===== src/rtl/emt_pkg.sv =====
package emt_pkg;

  typedef enum logic [1:0] {
    FN_OFF0  = 2'b00,
    FN_EVENT = 2'b01,
    FN_MEAS  = 2'b10,
    FN_OFF3  = 2'b11
  } fnSel_e;

  localparam logic [1:0] ADDR_MODE  = 2'd0;
  localparam logic [1:0] ADDR_RUN   = 2'd1;
  localparam logic [1:0] ADDR_COUNT = 2'd2;

  // strobes from control to datapath, at most one counter action per cycle
  typedef struct packed {
    logic wrBoth;   // load counter and reload register
    logic wrBuf;    // load reload register only
    logic dec;      // event: count down
    logic reload;   // event: underflow, restore from reload register
    logic inc;      // measurement: one divided clock
    logic capture;  // measurement: copy to reload register, clear counter
    logic setOvf;
    logic clrOvf;
  } dpStrobe_t;

endpackage


===== src/rtl/emt_edge_sync.sv =====
module emt_edge_sync #(
  parameter int STAGES = 2
) (
  input  logic clk,
  input  logic rstN,
  input  logic pinAsync,
  output logic rise,
  output logic fall
);
  logic [STAGES-1:0] syncQ;
  logic lastQ;

  always_ff @(posedge clk) begin
    if (!rstN) syncQ[0] <= 1'b0;
    else       syncQ[0] <= pinAsync;
  end

  for (genvar s = 1; s < STAGES; s++) begin : g_stage
    always_ff @(posedge clk) begin
      if (!rstN) syncQ[s] <= 1'b0;
      else       syncQ[s] <= syncQ[s-1];
    end
  end

  always_ff @(posedge clk) begin
    if (!rstN) lastQ <= 1'b0;
    else       lastQ <= syncQ[STAGES-1];
  end

  assign rise = syncQ[STAGES-1] & ~lastQ;
  assign fall = ~syncQ[STAGES-1] & lastQ;
endmodule


===== src/rtl/emt_ctrl.sv =====
module emt_ctrl
  import emt_pkg::*;
#(
  parameter int DIV0 = 2,
  parameter int DIV1 = 16,
  parameter int DIV2 = 64,
  parameter int DIV3 = 512
) (
  input  logic       clk,
  input  logic       rstN,
  input  logic       busWr,
  input  logic [1:0] busAddr,
  input  logic [7:0] wrByte,
  input  logic       rise,
  input  logic       fall,
  input  logic       cntZero,
  input  logic       cntMax,
  output logic [7:0] modeReg,
  output logic       runQ,
  output dpStrobe_t  strobe,
  output logic       irq
);
  localparam int PRE_W = $clog2(DIV3);

  logic [PRE_W-1:0] preCnt, divLimit;
  logic firstPending;
  logic isEvent, isMeas, tick, evEdge, measEdge, capture;
  logic wrMode, wrRun, wrCount;
  fnSel_e fn;

  assign fn      = fnSel_e'(modeReg[1:0]);
  assign isEvent = (fn == FN_EVENT);
  assign isMeas  = (fn == FN_MEAS);
  assign wrMode  = busWr && (busAddr == ADDR_MODE);
  assign wrRun   = busWr && (busAddr == ADDR_RUN);
  assign wrCount = busWr && (busAddr == ADDR_COUNT);

  always_comb begin
    unique case (modeReg[7:6])
      2'b00:   divLimit = PRE_W'(DIV0 - 1);
      2'b01:   divLimit = PRE_W'(DIV1 - 1);
      2'b10:   divLimit = PRE_W'(DIV2 - 1);
      default: divLimit = PRE_W'(DIV3 - 1);
    endcase
  end

  // event edge choice by bits 3:2
  always_comb begin
    unique case (modeReg[3:2])
      2'b00:   evEdge = fall;
      2'b01:   evEdge = rise;
      2'b10:   evEdge = rise | fall;
      default: evEdge = 1'b0;
    endcase
  end

  // measurement: bit 3 width (every edge), else bit 2 polarity
  assign measEdge = modeReg[3] ? (rise | fall) : (modeReg[2] ? rise : fall);

  assign tick    = runQ && isMeas && (preCnt == divLimit);
  assign capture = runQ && isMeas && measEdge;

  always_ff @(posedge clk) begin
    if (!rstN || !runQ || !isMeas || tick) preCnt <= '0;
    else                                   preCnt <= preCnt + 1'b1;
  end

  always_comb begin
    strobe         = '0;
    strobe.wrBoth  = wrCount && !runQ;
    strobe.wrBuf   = wrCount && runQ;
    strobe.dec     = runQ && isEvent && evEdge && !cntZero;
    strobe.reload  = runQ && isEvent && evEdge && cntZero;
    strobe.capture = capture;
    strobe.inc     = tick && !capture;
    strobe.setOvf  = tick && !capture && cntMax;
    strobe.clrOvf  = wrMode;
  end

  always_ff @(posedge clk) begin
    if (!rstN) begin
      modeReg      <= '0;
      runQ         <= 1'b0;
      firstPending <= 1'b0;
      irq          <= 1'b0;
    end else begin
      if (wrMode) modeReg <= wrByte & 8'hDF;
      if (wrRun) runQ <= wrByte[0];
      if (wrRun && wrByte[0] && !runQ) firstPending <= 1'b1;
      else if (capture)                firstPending <= 1'b0;
      irq <= strobe.reload || (capture && !firstPending);
    end
  end
endmodule


===== src/rtl/emt_datapath.sv =====
module emt_datapath
  import emt_pkg::*;
#(
  parameter int CNT_W = 16
) (
  input  logic             clk,
  input  logic             rstN,
  input  dpStrobe_t        strobe,
  input  logic [CNT_W-1:0] wrData,
  output logic [CNT_W-1:0] cntVal,
  output logic [CNT_W-1:0] bufVal,
  output logic             ovfFlag,
  output logic             cntZero,
  output logic             cntMax
);
  assign cntZero = (cntVal == '0);
  assign cntMax  = &cntVal;

  always_ff @(posedge clk) begin
    if (!rstN) begin
      cntVal <= '0;
      bufVal <= '0;
    end else if (strobe.wrBoth) begin
      cntVal <= wrData;
      bufVal <= wrData;
    end else begin
      if (strobe.capture)    bufVal <= cntVal;
      else if (strobe.wrBuf) bufVal <= wrData;

      if (strobe.capture)     cntVal <= '0;
      else if (strobe.reload) cntVal <= bufVal;
      else if (strobe.dec)    cntVal <= cntVal - 1'b1;
      else if (strobe.inc)    cntVal <= cntVal + 1'b1;
    end
  end

  always_ff @(posedge clk) begin
    if (!rstN)              ovfFlag <= 1'b0;
    else if (strobe.setOvf) ovfFlag <= 1'b1;
    else if (strobe.clrOvf) ovfFlag <= 1'b0;
  end
endmodule


===== src/rtl/edge_meas_timer.sv =====
module edge_meas_timer
  import emt_pkg::*;
#(
  parameter int CNT_W       = 16,
  parameter int SYNC_STAGES = 2
) (
  input  logic             clk,
  input  logic             rstN,
  input  logic             busWr,
  input  logic [1:0]       busAddr,
  input  logic [CNT_W-1:0] busWData,
  output logic [CNT_W-1:0] busRData,
  input  logic             pinIn,
  output logic             irq
);
  logic rise, fall, runQ, ovfFlag, cntZero, cntMax, irqQ;
  logic [7:0] modeReg;
  logic [CNT_W-1:0] cntVal, bufVal;
  dpStrobe_t strobe;

  emt_edge_sync #(.STAGES(SYNC_STAGES)) i_sync (
    .clk(clk), .rstN(rstN), .pinAsync(pinIn), .rise(rise), .fall(fall)
  );

  emt_ctrl i_ctrl (
    .clk(clk), .rstN(rstN), .busWr(busWr), .busAddr(busAddr),
    .wrByte(busWData[7:0]), .rise(rise), .fall(fall),
    .cntZero(cntZero), .cntMax(cntMax), .modeReg(modeReg),
    .runQ(runQ), .strobe(strobe), .irq(irqQ)
  );

  emt_datapath #(.CNT_W(CNT_W)) i_dp (
    .clk(clk), .rstN(rstN), .strobe(strobe), .wrData(busWData),
    .cntVal(cntVal), .bufVal(bufVal), .ovfFlag(ovfFlag),
    .cntZero(cntZero), .cntMax(cntMax)
  );

  assign irq = irqQ;

  always_comb begin
    unique case (busAddr)
      ADDR_MODE:  busRData = CNT_W'(modeReg | {2'b00, ovfFlag, 5'b00000});
      ADDR_RUN:   busRData = CNT_W'(runQ);
      ADDR_COUNT: busRData = (modeReg[1:0] == FN_MEAS) ? bufVal : cntVal;
      default:    busRData = '0;
    endcase
  end
endmodule


===== config.mk =====
export PLATFORM = sky130hd
export DESIGN_NAME = edge_meas_timer
export DESIGN_NICKNAME = d
export VERILOG_FILES = /design/src/rtl/emt_pkg.sv /design/src/rtl/emt_edge_sync.sv /design/src/rtl/emt_ctrl.sv /design/src/rtl/emt_datapath.sv /design/src/rtl/edge_meas_timer.sv
export SDC_FILE = /design/constraint.sdc
export NUM_CORES = 1
export LEC_CHECK = 0
export ABC_CLOCK_PERIOD_IN_PS = 6100
export BUFFER_PORTS_ARGS = -buffer_cell sky130_fd_sc_hd__buf_2
export CORE_MARGIN = 1.5
export CORE_UTILIZATION = 35
export CTS_BUF_LIST = sky130_fd_sc_hd__clkbuf_8
export DETAILED_ROUTE_END_ITERATION = 8
export PLACE_DENSITY = 0.62
export SYNTH_ARGS = -nofsm -noshare
export SYNTH_HDL_FRONTEND = slang
export SYNTH_SLANG_ARGS = --single-unit

===== constraint.sdc =====
create_clock -name clk -period 6.1 [get_ports clk]
set_input_delay 1.22 -clock clk [delete_from_list [all_inputs] [get_ports clk]]
set_output_delay 1.22 -clock clk [all_outputs]
set_load 0.05 [all_outputs]

==> flow_metrics.py <==
metrics = {
    "final_layout": {
        "antenna_cells": 0,
        "drive_gt1_frac": 0.1495,
        "fill_cells": 1162,
        "syn_to_final_growth_pct": 8.097,
        "nets": 554,
    },
    "clock_network": {
        "numCtsBuffers": 5,
        "clkLatencyLatePin_ns": 0.32,
        "cts.path.max_buffers": 2,
        "clkSinkCount": 55,
        "cts_root_buffer": "clkbuf_8",
        "h-tree-depth": 2,
        "clk_pin_slew_ns": 0.11,
        "cts_tree": "yes",
        "cts-hold-fix-buffers": 0,
        "cts_resized": 0,
        "postCtsSetupBuffers": 0,
    },
    "drt": {
        "vias_per_cell": 5.827,
        "first_iter_violations": 288,
        "route.detailed.drc": 0,
        "ant_nets": 0,
        "wl_per_cell_microns": 17.68,
        "wirelength_microns": 11580,
        "dr.pass1.iters": 5,
        "vias": 3817,
    },
    "critical_path": {
        "path_buf_inv": 0,
        "r2r_setup_slack_ns": 2.15,
        "crit_chain": "nand2_1 -> a211o_1 -> nor3_2 -> ha_1 -> a21oi_1 -> o22ai_2 -> o41ai_1 -> xor2_1 -> a211oi_1 -> o21a_1",
        "slowest_delay_ns": 0.97,
        "path_max_fanout": 17,
        "end_kind": "flop",
        "crit_type": "flop to flop",
        "start_kind": "flop",
        "reg2reg_from": "i_ctrl.runQ",
        "critPathSlowestCell": "nor3_2",
        "rr_worst_depth": 10,
        "path_delay_family": "compound AO/OA/AOI/OAI gates",
        "crit_arrival_ns": 4.17,
        "r2r_end": "i_dp.cntVal[7]",
        "cp.required_ns": 6.32,
    },
    "min_path": {
        "whs_path_depth": 1,
        "min_from": "i_sync.syncQ[0]",
        "holdPathEnd": "i_sync.syncQ[1]",
        "hp-class": "flop to flop",
    },
    "synth": {
        "ys.flop_type": "dfxtp_1",
        "syn_inst": 496,
        "async_reset_ff_frac": 0,
        "synth_edf_count": 0,
        "synth.yosys.seq_area_share": 0.2741,
        "synth-seq-cells": 55,
        "synth_warnings": 0,
        "netlist-cell-type-count": 76,
        "synth_nets": 536,
        "avgSynthCellArea_sq_um": 8.100,
        "syn_area_sq_um": 4018,
    },
    "placement": {
        "dpl.hpwl_microns": 8587,
        "place_ws_ns": 2.228,
        "portBuffers": 38,
        "gp_congestion": 0.9192,
    },
    "floorplan": {
        "rows": 38,
        "die-width_microns": 110.1,
        "dieArea_sq_um": 12130,
        "io_pins": 39,
        "coreArea_sq_um": 11030,
        "initial_core_util": 0.3642,
        "die_h_microns": 110.1,
    },
    "timing": {
        "slew_headroom": 0.1958,
        "worst_pin_slew_ns": 1.200,
        "finalClockSkew_ns": 0.01198,
        "final.min_clock_period_ns": 3.953,
        "fmax_mhz": 253.0,
        "setup_ws_ns": 2.147,
        "setup_violations": 0,
        "hold_viol": 0,
        "min_period_over_period": 0.6480,
        "tns_ns": 0,
        "slew_viol_final": 0,
        "rsz0062_at_grt": "false",
    },
    "pwr": {
        "pwr-share-clk": 0.300,
        "seq_power_share": 0.541,
        "combinationalPowerShare": 0.159,
        "p_per_area_nw_per_um2": 166.1,
        "swShare": 0.3107,
        "p_int_w": 0.0004971,
        "switchingPower_w": 0.0002241,
        "peakVddDrop_mv": 0.1201,
        "p_leak_nw": 1.773,
    },
    "global_routing": {
        "grt_pass1_vias": 3711,
        "grt_max_degree": 38,
        "grt_pass1_wl_microns": 18920,
        "antenna_found_initial": 0,
        "grt.overflow.total": 0,
        "grt_use_total": 0.2009,
    },
    "status": {
        "outcome": "finished clean",
    },
    "flow_run": {
        "drv_cap": 0,
    },
}
-- sequential cells by signal, summed over array words and instances, names as in the netlist --
| signal | flops |
|---|---|
| i_dp.bufVal | 16 |
| i_dp.cntVal | 16 |
| i_ctrl.preCnt | 9 |
| i_ctrl.modeReg | 7 |
| i_sync.syncQ | 2 |
| i_ctrl.firstPending | 1 |
| i_ctrl.irq | 1 |
| i_ctrl.runQ | 1 |
| i_dp.ovfFlag | 1 |
| i_sync.lastQ | 1 |
-- per-layer routing --
layer  track usage  up-vias  share of wire  wire length (microns)
met5             0        -              0                      0
li1              -     1862              -                      -
met1        0.2675     1814           0.46                   5337
met2        0.3274      126           0.47                   5400
met3       0.03762       15          0.055                    632
met4       0.06593        0          0.018                    212
-- cell usage in the layout, fill, tap and decap left out, types with 5 or more instances in the layout --
cell / count
a211oi_1: 17
a21o_1: 5
a21oi_1: 30
a22oi_1: 6
a311oi_1: 7
a31oi_1: 5
and3_1: 6
buf_2: 38
clkbuf_8: 5
dfxtp_1: 55
ha_1: 17
inv_1: 14
mux2i_1: 33
nand2_1: 54
nand2b_1: 7
nand3_1: 9
nand4_1: 7
nor2_1: 67
nor3_1: 7
nor4_1: 6
o211ai_1: 5
o21ai_0: 8
o21ai_1: 9
xnor2_1: 12
-- area by class of cell --
type                    count  area [sq um]  area share
inverters                  14         52.55     0.01210
repair buffers             42         220.2     0.05071
multi-input cells         396          2703      0.6223
well taps                 140         175.2     0.04033
flip-flops and latches     55          1101      0.2535
clock inverters             3         22.52    0.005186
clock buffers               5         68.82     0.01585
-- power by group through the flow --
stage / Clock [W] / Combinational (W) / Sequential [W]
finish: 0.000216 / 0.000115 / 0.000390
global route: 0.000236 / 0.000125 / 0.000392
CTS: 0.000220 / 0.000115 / 0.000390
detailed placement: 0 / 0.000114 / 0.000398
global placement: 0 / 0.000112 / 0.000397
floorplan: 0 / 0.0000878 / 0.000389
-- cell families (layout without fill, tap and decap cells) --
family                     Yosys count  count (layout)  share of synthesized area
DFF                                 55              55                     0.2741
muxes                               39              39                     0.1009
adders and majority gates           18              18                    0.05793
AOI/OAI and AO/OA                  134             134                     0.2501
xor gates and xnor gates            16              16                    0.03488
and+or+nand+nor                    189             189                     0.2277
buffers and inverters               45              64                    0.05450
-- cells in the mapped netlist (all sizes together), types with 5 or more instances --
| library cell | number | area, sq um |
|---|---|---|
| dfxtp | 55 | 1101 |
| a311oi | 7 | 61.31 |
| xnor2 | 12 | 105.1 |
| nand2b | 7 | 43.79 |
| mux2 | 6 | 75.07 |
| nor3 | 9 | 50.05 |
| o211ai | 5 | 37.54 |
| a21o | 5 | 37.54 |
| nand2 | 54 | 202.7 |
| nand4 | 7 | 43.79 |
| buf | 16 | 110.1 |
| o21ai | 18 | 93.84 |
| mux2i | 33 | 330.3 |
| a22oi | 7 | 57.55 |
| and3 | 6 | 37.54 |
| a21oi | 30 | 150.1 |
| nor4 | 7 | 50.05 |
| inv | 14 | 52.55 |
| a211oi | 21 | 185.2 |
| nor2 | 69 | 269.0 |
| ha | 17 | 212.7 |
| a31oi | 5 | 31.28 |
| nand3 | 12 | 90.08 |
| clkbuf | 15 | 56.30 |
-- metrics by stage --
| step | hold WS, ns | area (sq um) | total power, W | util | std cells |
|---|---|---|---|---|---|
| after global placement | 0.4484 | 4252 | 0.0005092 | 0.3854 | 647 |
| after CTS | 0.4828 | 4343 | 0.0007241 | 0.3937 | 655 |
| final | 0.4772 | 4343 | 0.0007212 | 0.3937 | 655 |
| after floorplan | 0.4119 | 4018 | 0.0004770 | - | 496 |
| after detailed placement | 0.4490 | 4252 | 0.0005119 | 0.3854 | 647 |
| after global routing | 0.4991 | 4343 | 0.0007536 | 0.3937 | 655 |
-- worst max path at each step --
stage                            from               to  cells past startpoint
after global placement    i_ctrl.runQ  i_dp.cntVal[15]                     10
after floorplan            busAddr[1]      busRData[4]                      4
after CTS                 i_ctrl.runQ  i_dp.cntVal[15]                     10
final                     i_ctrl.runQ   i_dp.cntVal[7]                     10
after detailed placement  i_ctrl.runQ  i_dp.cntVal[15]                     10
after global routing      i_ctrl.runQ   i_dp.cntVal[8]                     10
(Power assumes the default switching activity.)
